[src/rtl/snd_i2c_pkg.sv]
`timescale 1ns/1ps
package snd_i2c_pkg;
    localparam int BYTE_W    = 8;
    localparam int NUM_REGS  = 9;
    localparam int LVL_W     = 4;
    localparam int VOL_W     = 6;
    localparam int TONE_W    = 4;
    localparam int ATT_W     = 4;
    localparam logic [6:0] DEV_ADDR = 7'b1000011;
    localparam logic [LVL_W-1:0] LVL_MAX = 4'd10;

    typedef enum logic [2:0] {
        ST_IDLE,
        ST_RX,
        ST_ACK,
        ST_TX,
        ST_MACK
    } eng_state_e;

    typedef enum logic [1:0] {
        PH_ADDR,
        PH_SUB,
        PH_DATA
    } byte_phase_e;

    typedef struct packed {
        logic              zc_mute;
        logic              imm_mute;
        logic              fan;
        logic              phase_n;
        logic [2:0]        src;
        logic [LVL_W-1:0]  level;
        logic [VOL_W-1:0]  vol;
        logic              loud_on;
        logic [VOL_W-1:0]  loud;
        logic [TONE_W-1:0] treb;
        logic [TONE_W-1:0] bass;
        logic [ATT_W-1:0]  att_rl;
        logic [ATT_W-1:0]  att_fl;
        logic [ATT_W-1:0]  att_rr;
        logic [ATT_W-1:0]  att_fr;
    } ctl_fields_t;

    function automatic logic [BYTE_W-1:0] reg_reset_val(input int idx);
        return (idx == 4) ? 8'h01 : 8'h00;
    endfunction
endpackage

[src/rtl/snd_i2c_sync.sv]
`timescale 1ns/1ps
module snd_i2c_sync #(
    parameter int SYNC_STAGES = 2
) (
    input  logic clk,
    input  logic rst_n,
    input  logic scl_in,
    input  logic sda_in,
    output logic scl_rise,
    output logic scl_fall,
    output logic start_det,
    output logic stop_det,
    output logic sda_lvl
);
    typedef struct packed {
        logic [SYNC_STAGES-1:0] scl_sh;
        logic [SYNC_STAGES-1:0] sda_sh;
        logic                   scl_old;
        logic                   sda_old;
    } sync_t;

    sync_t sync_d, sync_q;
    logic  scl_s;
    logic  sda_s;

    assign scl_s = sync_q.scl_sh[SYNC_STAGES-1];
    assign sda_s = sync_q.sda_sh[SYNC_STAGES-1];

    always_comb begin
        sync_d         = sync_q;
        sync_d.scl_sh  = {sync_q.scl_sh[SYNC_STAGES-2:0], scl_in};
        sync_d.sda_sh  = {sync_q.sda_sh[SYNC_STAGES-2:0], sda_in};
        sync_d.scl_old = scl_s;
        sync_d.sda_old = sda_s;
    end

    always_ff @(posedge clk or negedge rst_n) begin
        if (!rst_n) begin
            sync_q <= '1;
        end else begin
            sync_q <= sync_d;
        end
    end

    assign scl_rise  = scl_s & ~sync_q.scl_old;
    assign scl_fall  = ~scl_s & sync_q.scl_old;
    assign start_det = scl_s & sync_q.scl_old & sync_q.sda_old & ~sda_s;
    assign stop_det  = scl_s & sync_q.scl_old & ~sync_q.sda_old & sda_s;
    assign sda_lvl   = sda_s;
endmodule

[src/rtl/snd_i2c_engine.sv]
`timescale 1ns/1ps
module snd_i2c_engine
    import snd_i2c_pkg::*;
(
    input  logic              clk,
    input  logic              rst_n,
    input  logic              scl_rise,
    input  logic              scl_fall,
    input  logic              start_det,
    input  logic              stop_det,
    input  logic              sda_lvl,
    input  logic [BYTE_W-1:0] status_byte,
    output logic              sda_oe,
    output logic              wr_en,
    output logic [BYTE_W-1:0] wr_addr,
    output logic [BYTE_W-1:0] wr_data
);
    localparam int CNT_W = $clog2(BYTE_W + 1);
    localparam logic [CNT_W-1:0] CNT_FULL = CNT_W'(BYTE_W);

    typedef struct packed {
        eng_state_e        st;
        byte_phase_e       ph;
        logic              rd;
        logic              mack;
        logic [CNT_W-1:0]  cnt;
        logic [BYTE_W-1:0] sh;
        logic [BYTE_W-1:0] ptr;
        logic              oe;
        logic              we;
        logic [BYTE_W-1:0] wa;
        logic [BYTE_W-1:0] wd;
    } eng_t;

    eng_t eng_d, eng_q;

    always_comb begin
        eng_d    = eng_q;
        eng_d.we = 1'b0;
        if (stop_det) begin
            eng_d.st = ST_IDLE;
            eng_d.oe = 1'b0;
        end else if (start_det) begin
            eng_d.st  = ST_RX;
            eng_d.ph  = PH_ADDR;
            eng_d.cnt = '0;
            eng_d.oe  = 1'b0;
        end else begin
            case (eng_q.st)
                ST_RX: begin
                    if (scl_rise && (eng_q.cnt < CNT_FULL)) begin
                        eng_d.sh  = {eng_q.sh[BYTE_W-2:0], sda_lvl};
                        eng_d.cnt = eng_q.cnt + 1'b1;
                    end else if (scl_fall && (eng_q.cnt == CNT_FULL)) begin
                        eng_d.cnt = '0;
                        case (eng_q.ph)
                            PH_ADDR: begin
                                if (eng_q.sh[BYTE_W-1:1] == DEV_ADDR) begin
                                    eng_d.st = ST_ACK;
                                    eng_d.oe = 1'b1;
                                    eng_d.rd = ~eng_q.sh[0];
                                end else begin
                                    eng_d.st = ST_IDLE;
                                end
                            end
                            PH_SUB: begin
                                eng_d.ptr = eng_q.sh;
                                eng_d.st  = ST_ACK;
                                eng_d.oe  = 1'b1;
                            end
                            default: begin
                                eng_d.we  = 1'b1;
                                eng_d.wa  = eng_q.ptr;
                                eng_d.wd  = eng_q.sh;
                                eng_d.ptr = eng_q.ptr + 1'b1;
                                eng_d.st  = ST_ACK;
                                eng_d.oe  = 1'b1;
                            end
                        endcase
                    end
                end
                ST_ACK: begin
                    if (scl_fall) begin
                        if ((eng_q.ph == PH_ADDR) && eng_q.rd) begin
                            eng_d.st  = ST_TX;
                            eng_d.sh  = status_byte;
                            eng_d.oe  = ~status_byte[BYTE_W-1];
                            eng_d.cnt = CNT_W'(1);
                        end else begin
                            eng_d.st  = ST_RX;
                            eng_d.oe  = 1'b0;
                            eng_d.cnt = '0;
                            eng_d.ph  = (eng_q.ph == PH_ADDR) ? PH_SUB : PH_DATA;
                        end
                    end
                end
                ST_TX: begin
                    if (scl_fall) begin
                        if (eng_q.cnt == CNT_FULL) begin
                            eng_d.oe = 1'b0;
                            eng_d.st = ST_MACK;
                        end else begin
                            eng_d.oe  = ~eng_q.sh[BYTE_W-2];
                            eng_d.sh  = {eng_q.sh[BYTE_W-2:0], 1'b0};
                            eng_d.cnt = eng_q.cnt + 1'b1;
                        end
                    end
                end
                ST_MACK: begin
                    if (scl_rise) begin
                        eng_d.mack = ~sda_lvl;
                    end else if (scl_fall) begin
                        if (eng_q.mack) begin
                            eng_d.st  = ST_TX;
                            eng_d.sh  = status_byte;
                            eng_d.oe  = ~status_byte[BYTE_W-1];
                            eng_d.cnt = CNT_W'(1);
                        end else begin
                            eng_d.st = ST_IDLE;
                        end
                    end
                end
                default: begin
                    eng_d.st = ST_IDLE;
                    eng_d.oe = 1'b0;
                end
            endcase
        end
    end

    always_ff @(posedge clk or negedge rst_n) begin
        if (!rst_n) begin
            eng_q    <= '0;
            eng_q.st <= ST_IDLE;
            eng_q.ph <= PH_ADDR;
        end else begin
            eng_q <= eng_d;
        end
    end

    assign sda_oe  = eng_q.oe;
    assign wr_en   = eng_q.we;
    assign wr_addr = eng_q.wa;
    assign wr_data = eng_q.wd;
endmodule

[src/rtl/snd_ctl_regfile.sv]
`timescale 1ns/1ps
module snd_ctl_regfile
    import snd_i2c_pkg::*;
#(
    parameter int REG_COUNT = NUM_REGS
) (
    input  logic              clk,
    input  logic              rst_n,
    input  logic              wr_en,
    input  logic [BYTE_W-1:0] wr_addr,
    input  logic [BYTE_W-1:0] wr_data,
    output ctl_fields_t       fields
);
    logic [BYTE_W-1:0] bank_d [REG_COUNT];
    logic [BYTE_W-1:0] bank_q [REG_COUNT];

    always_comb begin
        for (int i = 0; i < REG_COUNT; i++) begin
            bank_d[i] = (wr_en && (wr_addr == BYTE_W'(i))) ? wr_data : bank_q[i];
        end
    end

    always_ff @(posedge clk or negedge rst_n) begin
        if (!rst_n) begin
            for (int i = 0; i < REG_COUNT; i++) begin
                bank_q[i] <= reg_reset_val(i);
            end
        end else begin
            for (int i = 0; i < REG_COUNT; i++) begin
                bank_q[i] <= bank_d[i];
            end
        end
    end

    always_comb begin
        fields.zc_mute  = bank_q[0][7];
        fields.imm_mute = bank_q[0][6];
        fields.fan      = bank_q[0][5];
        fields.phase_n  = bank_q[0][4];
        fields.src      = bank_q[0][3:1];
        fields.level    = (bank_q[1][LVL_W-1:0] > LVL_MAX) ? LVL_MAX : bank_q[1][LVL_W-1:0];
        fields.vol      = bank_q[2][VOL_W-1:0];
        fields.loud_on  = bank_q[3][6];
        fields.loud     = bank_q[3][VOL_W-1:0];
        fields.treb     = bank_q[4][BYTE_W-1:TONE_W];
        fields.bass     = bank_q[4][TONE_W-1:0];
        fields.att_rl   = bank_q[5][ATT_W-1:0];
        fields.att_fl   = bank_q[6][ATT_W-1:0];
        fields.att_rr   = bank_q[7][ATT_W-1:0];
        fields.att_fr   = bank_q[8][ATT_W-1:0];
    end
endmodule

[src/rtl/snd_i2c_ctl.sv]
`timescale 1ns/1ps
module snd_i2c_ctl
    import snd_i2c_pkg::*;
#(
    parameter int SYNC_STAGES = 2
) (
    input  logic              clk,
    input  logic              rst_n,
    input  logic              scl_in,
    input  logic              sda_in,
    output logic              sda_oe,
    input  logic              clip_in_flag,
    input  logic              clip_tone_flag,
    input  logic              zc_mute_flag,
    output logic [2:0]        src_en,
    output logic              phase_norm,
    output logic              fan_boost,
    output logic              mute_now,
    output logic              mute_zc,
    output logic [LVL_W-1:0]  in_level,
    output logic [VOL_W-1:0]  volume,
    output logic              loud_en,
    output logic [VOL_W-1:0]  loud_level,
    output logic [TONE_W-1:0] treble,
    output logic [TONE_W-1:0] bass,
    output logic [ATT_W-1:0]  att_rl,
    output logic [ATT_W-1:0]  att_fl,
    output logic [ATT_W-1:0]  att_rr,
    output logic [ATT_W-1:0]  att_fr
);
    logic              scl_rise;
    logic              scl_fall;
    logic              start_det;
    logic              stop_det;
    logic              sda_lvl;
    logic              wr_en;
    logic [BYTE_W-1:0] wr_addr;
    logic [BYTE_W-1:0] wr_data;
    logic [BYTE_W-1:0] status_byte;
    ctl_fields_t       fields;

    assign status_byte = {clip_in_flag, clip_tone_flag, zc_mute_flag, 5'b00000};

    snd_i2c_sync #(
        .SYNC_STAGES(SYNC_STAGES)
    ) u_sync (
        .clk       (clk),
        .rst_n     (rst_n),
        .scl_in    (scl_in),
        .sda_in    (sda_in),
        .scl_rise  (scl_rise),
        .scl_fall  (scl_fall),
        .start_det (start_det),
        .stop_det  (stop_det),
        .sda_lvl   (sda_lvl)
    );

    snd_i2c_engine u_engine (
        .clk         (clk),
        .rst_n       (rst_n),
        .scl_rise    (scl_rise),
        .scl_fall    (scl_fall),
        .start_det   (start_det),
        .stop_det    (stop_det),
        .sda_lvl     (sda_lvl),
        .status_byte (status_byte),
        .sda_oe      (sda_oe),
        .wr_en       (wr_en),
        .wr_addr     (wr_addr),
        .wr_data     (wr_data)
    );

    snd_ctl_regfile #(
        .REG_COUNT(NUM_REGS)
    ) u_regs (
        .clk     (clk),
        .rst_n   (rst_n),
        .wr_en   (wr_en),
        .wr_addr (wr_addr),
        .wr_data (wr_data),
        .fields  (fields)
    );

    assign mute_zc    = fields.zc_mute;
    assign mute_now   = fields.imm_mute;
    assign fan_boost  = fields.fan;
    assign phase_norm = fields.phase_n;
    assign src_en     = fields.src;
    assign in_level   = fields.level;
    assign volume     = fields.vol;
    assign loud_en    = fields.loud_on;
    assign loud_level = fields.loud;
    assign treble     = fields.treb;
    assign bass       = fields.bass;
    assign att_rl     = fields.att_rl;
    assign att_fl     = fields.att_fl;
    assign att_rr     = fields.att_rr;
    assign att_fr     = fields.att_fr;
endmodule


[config.mk]
export PLATFORM = sky130hd
export DESIGN_NAME = snd_i2c_ctl
export DESIGN_NICKNAME = d
export VERILOG_FILES = /design/src/rtl/snd_i2c_pkg.sv /design/src/rtl/snd_i2c_sync.sv /design/src/rtl/snd_i2c_engine.sv /design/src/rtl/snd_ctl_regfile.sv /design/src/rtl/snd_i2c_ctl.sv
export SDC_FILE = /design/constraint.sdc
export NUM_CORES = 1
export LEC_CHECK = 0
export BUFFER_PORTS_ARGS = -buffer_cell sky130_fd_sc_hd__buf_4
export CORE_MARGIN = 2
export CORE_UTILIZATION = 60
export CTS_BUF_LIST = sky130_fd_sc_hd__clkbuf_8
export DETAILED_ROUTE_END_ITERATION = 8
export PLACE_DENSITY = 0.82
export SYNTH_ARGS = -nofsm -noshare
export SYNTH_HDL_FRONTEND = slang
export SYNTH_SLANG_ARGS = --single-unit
[constraint.sdc]
create_clock -name clk -period 5.2 [get_ports clk]
set_input_delay 1.56 -clock clk [delete_from_list [all_inputs] [get_ports clk]]
set_output_delay 1.56 -clock clk [all_outputs]
set_load 0.005 [all_outputs]
# Word-level counts from Yosys, hierarchy flattened
# Cells that the tools add are included.
# Widths: inputs -> output; s select.
# totals
word_cells	165
inputBits	7
out_inout_bits	49
regBits	100
# op_classes
n_eq_ne	40
magnitude_cmp	2
reduce_logical	28
muxes	50
bitwise_logic	19
add_sub_neg	2
# op_table
operator	n
$mux 12	6
$mux 17	4
$pmux 12 s4	1
$mux 18	2
$eq 8x3->1 const B	4
$ne 4x3->1 const B	6
$mux 3	7
$eq 8x2->1 const B	2
$mux 4	4
$mux 8	2
$pmux 8 s2	1
$mux 2	7
$reduce_and 7->1	2
$logic_and 1x1->1	12
$mux 1	12
$ne 2x1->1 const B	6
$ne 3x2->1 const B	4
$not 1->1	12
$pmux 3 s4	1
$reduce_and 6->1	2
$reduce_and 11->1	1
$mux 5	2
$reduce_and 9->1	1
$add 8x1->8 const B	1
26 further kinds	39

# Depth between registers and ports, before layout
# Gate-level depths: netlist of the first run.
# logic_depth
ltp_word	8
depth_mapped	7
mapped_depth_nobuf	7

# By module
# From an unflattened synthesis of the first run, not the netlist that was laid out.
# hier_totals
cells_unflattened	450
hier_area_um2	5141.2
# modules_own_cells
module	cells_each	instances	area_per_inst_um2
snd_i2c_engine	274	1	2648.8
snd_ctl_regfile	165	1	2298.5
snd_i2c_sync	10	1	190.2
snd_i2c_ctl	1	1	3.8

# Least setup slack after synthesis of the first run
# OpenSTA, ideal clock, no wires.
# synth_timing
path_type	input -> register
startpoint	input zc_mute_flag
endpoint	register u_engine.eng_q[31] (netlist bit)
n_path_buf	0
setup_ns	0.127
setup_slack_ns	2.997
t_arrival_ns	2.076
path_stages	2
t_required_ns	5.073
path_cell_list	mux2_2 mux2_1
# synth_between
elab_chain_len	4
word_cells_on_any_way	6
classes_between	mux: 6
# synth_lines
element	line	rtl
start: declaration	snd_i2c_ctl.sv:14	input logic zc_mute_flag,
$mux 12	snd_i2c_engine.sv:113	if (eng_q.mack) begin
$mux 12	snd_i2c_engine.sv:112	end else if (scl_fall) begin
$mux 12	snd_i2c_engine.sv:110	if (scl_rise) begin
$pmux 12 s4 (*)	snd_i2c_engine.sv:49	case (eng_q.st)
end signal: assignment	snd_i2c_engine.sv:137	eng_q <= eng_d;
end: declaration	snd_i2c_engine.sv:35	eng_t eng_d, eng_q;
# Every way passes the cells marked *; elsewhere a longest branch is shown, timed or not. The select of a mux whose other input is x is not followed.
# A chain may end at the register's enable or synchronous reset.

# Worst setup path in the final report of the first run
# layout_timing
startpoint	register u_regs.bank_q[58] (netlist bit)
endpoint	output in_level[0]
# layout_between
elab_chain_len	2
# layout_lines
element	line	rtl
start: declaration	snd_ctl_regfile.sv:15	logic [BYTE_W-1:0] bank_q [REG_COUNT];
start signal: indexed assignment	snd_ctl_regfile.sv:26	bank_q[i] <= reg_reset_val(i);
start signal: indexed assignment	snd_ctl_regfile.sv:30	bank_q[i] <= bank_d[i];
$gt 4x4->1	snd_ctl_regfile.sv:41	fields.level = (bank_q[1][LVL_W-1:0] > LVL_MAX) ? LVL_MAX : bank_q[1][LVL_W-1:0];
$mux 4	snd_ctl_regfile.sv:41	
end: declaration	snd_i2c_ctl.sv:20	output logic [LVL_W-1:0] in_level,
# No other way between the ends.

==> out/metrics.yaml, run 1 <==
run_status:
  status: "complete, no violations"
clock_network:
  clkLatencyLatePin_ns: 0.36
  postCtsHoldBufs: 0
  cts_buffers: 9
  clock_sinks: 99
  post_cts_buffers: 0
  cts_root_buffer: "clkbuf_8"
  cts.clk_slew.worst_paths_ns: 0.10
  htree_levels: 3
  cts_tree: "built"
  cts.path.max_buffers: 2
  cts-resized-gates: 0
routing:
  wl_met2_um: 4460
  viasPerCell: 5.83
  wl_met3_um: 277
  final_antenna_net_count: 0
  drt-pass1-iter-count: 4
  drt_iter0_markers: 198
  routed_wl_um: 8880
  drt-met1-wl_um: 4000
  top_layer: "met4"
  drc_errors: 0
  num_vias: 3065
  wl_per_cell_um: 16.9
grt:
  grt_pass1_wl_um: 14900
  first_global_vias: 3026
  grt_max_degree: 70
  antenna_found_initial: 0
  grt_overflow_total: 0
  grt_usage_pct: 22.1
power:
  p_leak_nw: 2.52
  power_frac_seq_pct: 51.8
  p_sw_share_pct: 29.3
  power.switching_uw: 512
  cell_internal_pwr_mw: 1.24
  power_density_nw_per_um2: 338
  total_power_mw: 1.75
  power_frac_clock_pct: 31.1
  power_frac_comb_pct: 17.1
  ir_drop_uv: 196
cells_and_area:
  diodes: 0
  drive_gt1_share_pct: 38.0
  layout.nets: 429
  fill_cells: 555
  syn_to_final_growth_pct: 9.11
synth:
  synth-main-ff-cell: "dfrtp_1"
  synth-edff-count: 0
  synth.largest_area_cell: "dfrtp_1"
  async_flop_share_pct: 100
  synthCells: 403
  netlist_top_cells_count: "92 x dfrtp_1, 73 x mux2_2, 39 x buf_4"
  synthMostInstantiatedCell: "dfrtp_1"
  netlist_area_um2: 4740
  yosysTopAreaCellShare_pct: 48.6
  synth_nets: 413
  ys_ff_latch: 99
  avgSynthCellArea_um2: 11.8
  ys_top_cells_by_area: "dfrtp_1 49%, mux2_2 17%, buf_4 6.2%"
  yosys_warnings: 0
  ys_seq_area_share_pct: 52.4
  yosysUniqueCellTypes: 49
timing:
  rsz0062_at_grt: "false"
  setup_viol: 0
  finClkSkew_ns: 0.0170
  final.min_clock_period_ns: 2.72
  max_clock_freq_ghz: 0.368
  finalHoldViolations: 0
  worst_pin_slew_ns: 0.846
  maxSlewViolCount: 0
  relSlewSlack_pct: 43.6
  fin_tns_setup_ns: 0
  period_share_pct: 52.3
flow_run:
  maxCapViolations: 0
die:
  die_w_um: 92.9
  die_h_um: 92.9
  io_pins: 56
  start_util_pct: 61.7
  die_area_um2: 8630
  fp-row-count: 32
  core_area_um2: 7690
placement:
  port_buffers: 55
  gp_congestion: 0.840
  hpwlAfterDp_um: 6230
hold_path:
  hold_path_class: "flop to flop"
setup_path:
  cp.required_ns: 3.64
  critPathLaunchType: "flop"
  critPathCaptureType: "output pin"
  path_max_fanout: 4
  arrival_ns: 1.16
  critical_path_class: "flop to output pin"
==> metal layers <==
layer / global-route usage (%) / vias to the layer above
met3: 4.15 / 13
met4: 7.11 / 0
li1: - / 1429
met2: 37.0 / 69
met1: 29.3 / 1554
met5: 0 / -
==> area by class of cell <==
type | count | area, um^2 | share of cell area [%]
multi-input cells | 248 | 1900 | 36.6
clock buffers | 9 | 124 | 2.39
inverters | 4 | 15.0 | 0.290
clock inverters | 7 | 96.3 | 1.86
well taps | 102 | 128 | 2.47
repair buffers | 57 | 428 | 8.27
flip-flops and latches | 99 | 2490 | 48.1
==> critical path: stages, from the launching register on <==
cell     delay [ns]
dfrtp_1        0.42
o21ai_0        0.15
and2_1         0.14
buf_4          0.10
==> path summary, 6_finish.rpt <==
check                                    from                  to  slack (ns)  depth (start not counted)
setup / recovery            u_regs.bank_q[58]         in_level[0]        2.48                          3
hold / removal               u_sync.sync_d[3]      u_sync.sda_lvl        0.35                          0
setup reg to reg           u_engine.eng_q[44]  u_engine.eng_q[28]        2.58                          5
hold reg to reg              u_sync.sync_d[3]      u_sync.sda_lvl        0.35                          0
max in group asynchronous               rst_n   u_regs.fields[16]        2.96                          2
min in group asynchronous               rst_n  u_engine.eng_q[42]        1.29                          1
==> sequential cells by signal, summed over array words and instances (netlist names), 2 cells and up <==
name              cells
u_regs.fields        44
u_engine.wr_addr      8
u_regs.bank_q         4
u_engine.eng_q       27
u_sync.sync_q         2
u_sync.sync_d         2
u_engine.wr_data      8
==> placed cells by master (no fill, tap or decap), types with 2 or more instances in the layout <==
cell type	n
dfrtp_1	92
mux2_2	73
buf_4	57
nand2_1	24
nor2_1	18
o21ai_0	17
a21oi_1	17
nand3_1	11
nor2b_1	10
clkbuf_8	9
nor3_1	8
nand2b_1	7
dfstp_2	7
nand3b_1	6
nor4_1	5
o31ai_1	5
mux2i_1	5
inv_1	4
nand4b_1	3
o22ai_1	3
nor3b_1	3
ha_1	3
inv_6	3
or3b_2	2
nor3_2	2
xnor2_1	2
and3_1	2
mux2_1	2
bufinv_16	2
clkinv_2	2
==> power groups by stage <==
stage	sequential [mW]	clock, mW	combinational [mW]
floorplan	0.874	0	0.249
global route	0.914	0.589	0.332
CTS	0.904	0.554	0.301
global placement	0.913	0	0.285
detailed placement	0.918	0	0.298
finish	0.906	0.544	0.299
==> logic make-up (layout without fill, tap and decap cells) <==
group | count (synthesis) | after routing | synth area share, %
adder cells (fa/ha/maj) | 3 | 3 | 0.792
AND/OR/NAND/NOR | 106 | 106 | 12.2
buffers and inverters | 56 | 77 | 7.57
AO/OA/AOI/OAI | 57 | 57 | 7.79
flip-flops | 99 | 99 | 52.4
multiplexers | 80 | 80 | 18.9
XOR/XNOR | 2 | 2 | 0.370
==> per-stage QoR <==
step	setup slack (ns)	hold WS [ns]	utilization [%]	std cells	instance area, um^2
floorplan	3.00	0.345	-	403	4740
global placement	2.54	0.346	64.4	510	4950
detailed placement	2.49	0.351	64.4	510	4950
CTS	2.47	0.352	67.3	526	5170
global route	2.42	0.359	67.3	526	5170
finish	2.48	0.352	67.3	526	5170
Note: power is estimated with default switching activity, not from simulation.
==> inputs of run 2 (changes only) <==
Settings changed: ABC_AREA set to 1, CORE_UTILIZATION 60 to 55, PLACE_DENSITY 0.82 to 0.79.
Clock period 5.2 ns to 2.3 ns, I/O delays scaled along.
==> out/metrics.yaml, run 2 <==
synth:
  netlist_area_um2: 4810
  ys_ff_latch: 99
  synth-main-ff-cell: "dfrtp_1"
  synthCells: 580
  ys_seq_area_share_pct: 51.7
  async_flop_share_pct: 100
  synthMostInstantiatedCell: "nand2_1"
  yosysUniqueCellTypes: 30
  yosysTopAreaCellShare_pct: 47.9
  ys_top_cells_by_area: "dfrtp_1 48%, nand2_1 11%, buf_4 6.4%"
  avgSynthCellArea_um2: 8.29
  synth-edff-count: 0
  synth.largest_area_cell: "dfrtp_1"
  netlist_top_cells_count: "144 x nand2_1, 92 x dfrtp_1, 60 x o21ai_0"
  yosys_warnings: 0
  synth_nets: 590
timing:
  worst_pin_slew_ns: 0.513
  rsz0062_at_grt: "false"
  finClkSkew_ns: 0.0145
  final.min_clock_period_ns: 1.86
  maxSlewViolCount: 0
  setup_viol: 0
  relSlewSlack_pct: 65.7
  hold_ws_ns: 0.263
  max_clock_freq_ghz: 0.536
  finalHoldViolations: 0
  period_share_pct: 81.0
  fin_tns_setup_ns: 0
clock_network:
  cts.path.max_buffers: 2
  cts.clk_slew.worst_paths_ns: 0.11
  cts-resized-gates: 0
  post_cts_buffers: 0
  clkLatencyLatePin_ns: 0.38
  clock_sinks: 99
  cts_root_buffer: "clkbuf_8"
  cts_tree: "built"
  postCtsHoldBufs: 0
  cts_buffers: 9
  htree_levels: 3
placement:
  hpwlAfterDp_um: 7290
  gp_congestion: 0.978
  dpl-instance-area_um2: 5070
  place_inst: 700
  port_buffers: 55
cells_and_area:
  final_cells: 716
  layout.nets: 613
  diodes: 0
  drive_gt1_share_pct: 17.9
  final_cell_area_um2: 5270
  final_cell_mix: "144 x nand2_1, 92 x dfrtp_1, 61 x buf_4"
  final_common_cell: "nand2_1"
  syn_to_final_growth_pct: 9.52
  largest_reg_flops: 44
die:
  io_pins: 56
  die_w_um: 97.5
  die_h_um: 97.5
  die_area_um2: 9510
  core_area_um2: 8590
  fp-row-count: 34
  start_util_pct: 56.0
grt:
  grtUsageMet3_pct: 4.10
  grt_pass1_wl_um: 16900
  grt_max_degree: 40
  grtUsageMet1_pct: 29.2
  grt_overflow_total: 0
  busiest_layer: "met2"
  grt_usage_pct: 21.7
  first_global_vias: 3607
  antenna_found_initial: 0
  grtUsageMet2_pct: 36.0
setup_path:
  critical_path_class: "flop to output pin"
  critPathCaptureType: "output pin"
  cp.required_ns: 1.61
  critPathLaunchType: "flop"
  arrival_ns: 1.17
  path_max_fanout: 4
power:
  ir_drop_uv: 455
  p_leak_nw: 2.66
  power_density_nw_per_um2: 786
routing:
  viasPerCell: 5.30
  drt_iter0_markers: 204
  routed_wl_um: 9890
  final_antenna_net_count: 0
  drt-pass1-iter-count: 5
  wl_per_cell_um: 13.8
  drc_errors: 0
  num_vias: 3792
flow_run:
  maxCapViolations: 0
run_status:
  status: "complete, no violations"
hold_path:
  hold_path_class: "input port to async pin"
-- run 2: final timing paths --
| kind | start | slack, ns | cells after the start | endpoint |
|---|---|---|---|---|
| hold / removal | rst_n | 0.26 | 1 | u_regs.fields[2] |
| max in group asynchronous | rst_n | 1.39 | 2 | u_regs.fields[16] |
| setup reg to reg | u_sync.sync_q[1] | 0.58 | 6 | u_engine.eng_q[22] |
| setup / recovery | u_regs.bank_q[58] | 0.44 | 4 | in_level[0] |
| hold reg to reg | u_sync.sync_d[3] | 0.36 | 0 | u_sync.sda_lvl |
| min in group clk | u_sync.sync_d[3] | 0.36 | 0 | u_sync.sda_lvl |
-- run 2: cell type report --
type	count	area (um^2)
clock buffers	9	124
flip-flops and latches	99	2490
inverters	66	248
well taps	108	135
clock inverters	7	67.6
multi-input cells	365	1730
repair buffers	62	478
fillers	742	3330
-- run 2: layer usage --
metal  share of wire (%)  routed length, um
met5                   0                  0
met4                 1.5                150
met3                 5.7                559
met2                  48               4730
met1                  45               4450
-- run 2: power by group --
part	total (mW)	internal, mW	switching [mW]	leakage (nW)
combinational	1.02	0.319	0.702	1.21
clock	1.09	0.424	0.666	0.0997
sequential	2.03	1.87	0.159	1.35
total	4.14	2.61	1.53	2.66
-- run 2: kinds of logic after synthesis --
group,Yosys count,share of synthesized area [%]
and+or+nand+nor,257,23.5
buffers and inverters,116,12.4
AOI/OAI and AO/OA,103,11.3
DFF,99,51.7
adders and majority gates,3,0.781
xor gates and xnor gates,2,0.364
-- run 2: critical path, stage by stage, from the launching register on --
cell     delay (ns)
dfrtp_1        0.37
inv_1          0.09
o21ai_0        0.09
a21oi_1        0.12
buf_4          0.12
-- run 2: stage by stage --
step | util, % | worst slack [ns] | power (mW)
3_3_place_gp | 59.1 | 0.663 | 3.03
3_5_place_dp | 59.1 | 0.608 | 3.06
2_1_floorplan | - | 0.823 | 2.79
4_1_cts | 61.3 | 0.421 | 4.15
6_report | 61.3 | 0.436 | 4.14
5_1_grt | 61.3 | 0.284 | 4.40
==> inputs of run 3 (changes only) <==
Settings changed: CORE_UTILIZATION 55 to 60, PLACE_DENSITY 0.79 to 0.82.
Clock period 2.3 ns to 1.8 ns, I/O delays scaled along.
==> out/metrics.yaml, run 3 (synthesis results as in run 2) <==
timing:
  relSlewSlack_pct: 66.1
  hold_ws_ns: 0.111
  max_clock_freq_ghz: 0.585
  maxSlewViolCount: 0
  period_share_pct: 95.0
  finClkSkew_ns: 0.0136
  final.min_clock_period_ns: 1.71
  worst_pin_slew_ns: 0.507
  fin_tns_setup_ns: 0
  finalHoldViolations: 0
  rsz0062_at_grt: "true"
  setup_viol: 0
  fin_ws_ns: 0.0907
setup_path:
  cp.required_ns: 1.26
  path_max_fanout: 3
  timing.reg2reg.setup_slack_ns: 0.12
  critPathCaptureType: "output pin"
  r2r_cells: 9
  critPathLaunchType: "flop"
  critical_path_class: "flop to output pin"
  arrival_ns: 1.17
grt:
  grt_max_degree: 38
  grt_overflow_total: 0
  grt_pass1_wl_um: 16600
  grt_usage_pct: 24.2
  first_global_vias: 3593
  antenna_found_initial: 0
routing:
  wl_per_cell_um: 14.1
  drt-pass1-iter-count: 5
  drc_errors: 0
  final_antenna_net_count: 0
  drt_iter0_markers: 200
  viasPerCell: 5.44
  routed_wl_um: 10100
  num_vias: 3894
clock_network:
  cts_buffers: 9
  clkLatencyLatePin_ns: 0.38
  cts.clk_slew.worst_paths_ns: 0.10
  cts.path.max_buffers: 2
  cts_root_buffer: "clkbuf_8"
  htree_levels: 3
  clock_sinks: 99
  postCtsHoldBufs: 0
  cts_tree: "built"
cells_and_area:
  final_cells: 716
  fill_cells: 574
  final_common_cell: "nand2_1"
  syn_to_final_growth_pct: 11.5
  largest_reg_flops: 44
  multi_input_area_um2: 1740
  diodes: 0
  final_cell_mix: "143 x nand2_1, 92 x dfrtp_1, 65 x buf_4"
  drive_gt1_share_pct: 19.9
  layout.nets: 619
  ff_latch_area_um2: 2490
placement:
  gp_congestion: 0.986
  post-place-ws_ns: 0.102
  place_inst: 695
  hpwlAfterDp_um: 7220
  port_buffers: 55
die:
  die_h_um: 93.5
  start_util_pct: 62.2
  core_area_um2: 7730
  io_pins: 56
  fp-row-count: 32
  die_w_um: 93.5
  die_area_um2: 8750
power:
  power.switching_mw: 1.94
  ir_drop_uv: 536
  cell_internal_pwr_mw: 3.51
  power_density_nw_per_um2: 1020
  p_leak_nw: 2.71
  power_frac_comb_pct: 24.4
  total_power_mw: 5.44
  power_frac_clock_pct: 28.1
  p_sw_share_pct: 35.6
  power_frac_seq_pct: 47.5
run_status:
  status: "complete, no violations"
hold_path:
  hold_path_class: "input port to async pin"
flow_run:
  maxCapViolations: 0
## run 3: changes by cell type in the layout (fill, tap and decap cells not counted), sizes merged
cell	delta
clkinv	-1
bufinv	+1
clkbuf	+1
buf	+6
inv	-1
## run 3: metrics by stage
step | util, % | cell area [um^2]
6_report | 69.4 | 5360
5_1_grt | 69.4 | 5360
4_1_cts | 68.6 | 5300
3_5_place_dp | 65.8 | 5090
3_3_place_gp | 65.8 | 5090
2_1_floorplan | - | 4810
## run 3: worst max-delay path, cell delays in order (launching register included)
cell and delay, ns:
dfrtp_1 0.39, inv_2 0.06, o21ai_1 0.06, a21oi_1 0.15, buf_4 0.13
## run 3: path summary, 6_finish.rpt
| path | startpoint | to |
|---|---|---|
| max in group asynchronous | rst_n | u_regs.fields[34] |
| worst max-delay path | u_regs.bank_q[57] | in_level[0] |
| worst min-delay path | rst_n | u_regs.fields[10] |
| worst min register to register | u_sync.sync_d[3] | u_sync.sda_lvl |
| min in group clk | scl_in | u_sync.sync_d[5] |
| worst max register to register | u_engine.eng_q[34] | u_engine.eng_q[39] |
## run 3: layout make-up
cell class | instances | share of cell area (%)
sequential | 99 | 46.4
multi-input combinational | 365 | 32.4
timing repair buffer | 68 | 10.2
inverter | 66 | 4.62
clock buffer | 10 | 2.57
tap | 102 | 2.38
clock inverter | 6 | 1.42
## run 3: power by group through the flow
stage | registers [mW] | logic [mW] | clock network, mW
CTS | 2.58 | 1.31 | 1.56
detailed placement | 2.62 | 1.30 | 0
finish | 2.59 | 1.33 | 1.53
global route | 2.61 | 1.49 | 1.67
global placement | 2.61 | 1.26 | 0
floorplan | 2.56 | 1.00 | 0
## run 3: routing by layer
metal | wire, um | vias to the layer above | track usage, %
met5 | 0 | - | 0
met4 | 162 | 0 | 8.58
met3 | 673 | 19 | 7.17
met2 | 4960 | 133 | 39.6
met1 | 4270 | 1857 | 30.7
li1 | - | 1885 | -
## run 3: timing repair
item / 4_1_cts / 5_1_grt
setup endpoints to repair: 0 / 14
resized for setup: 0 / 8
setup buffers: 0 / 5
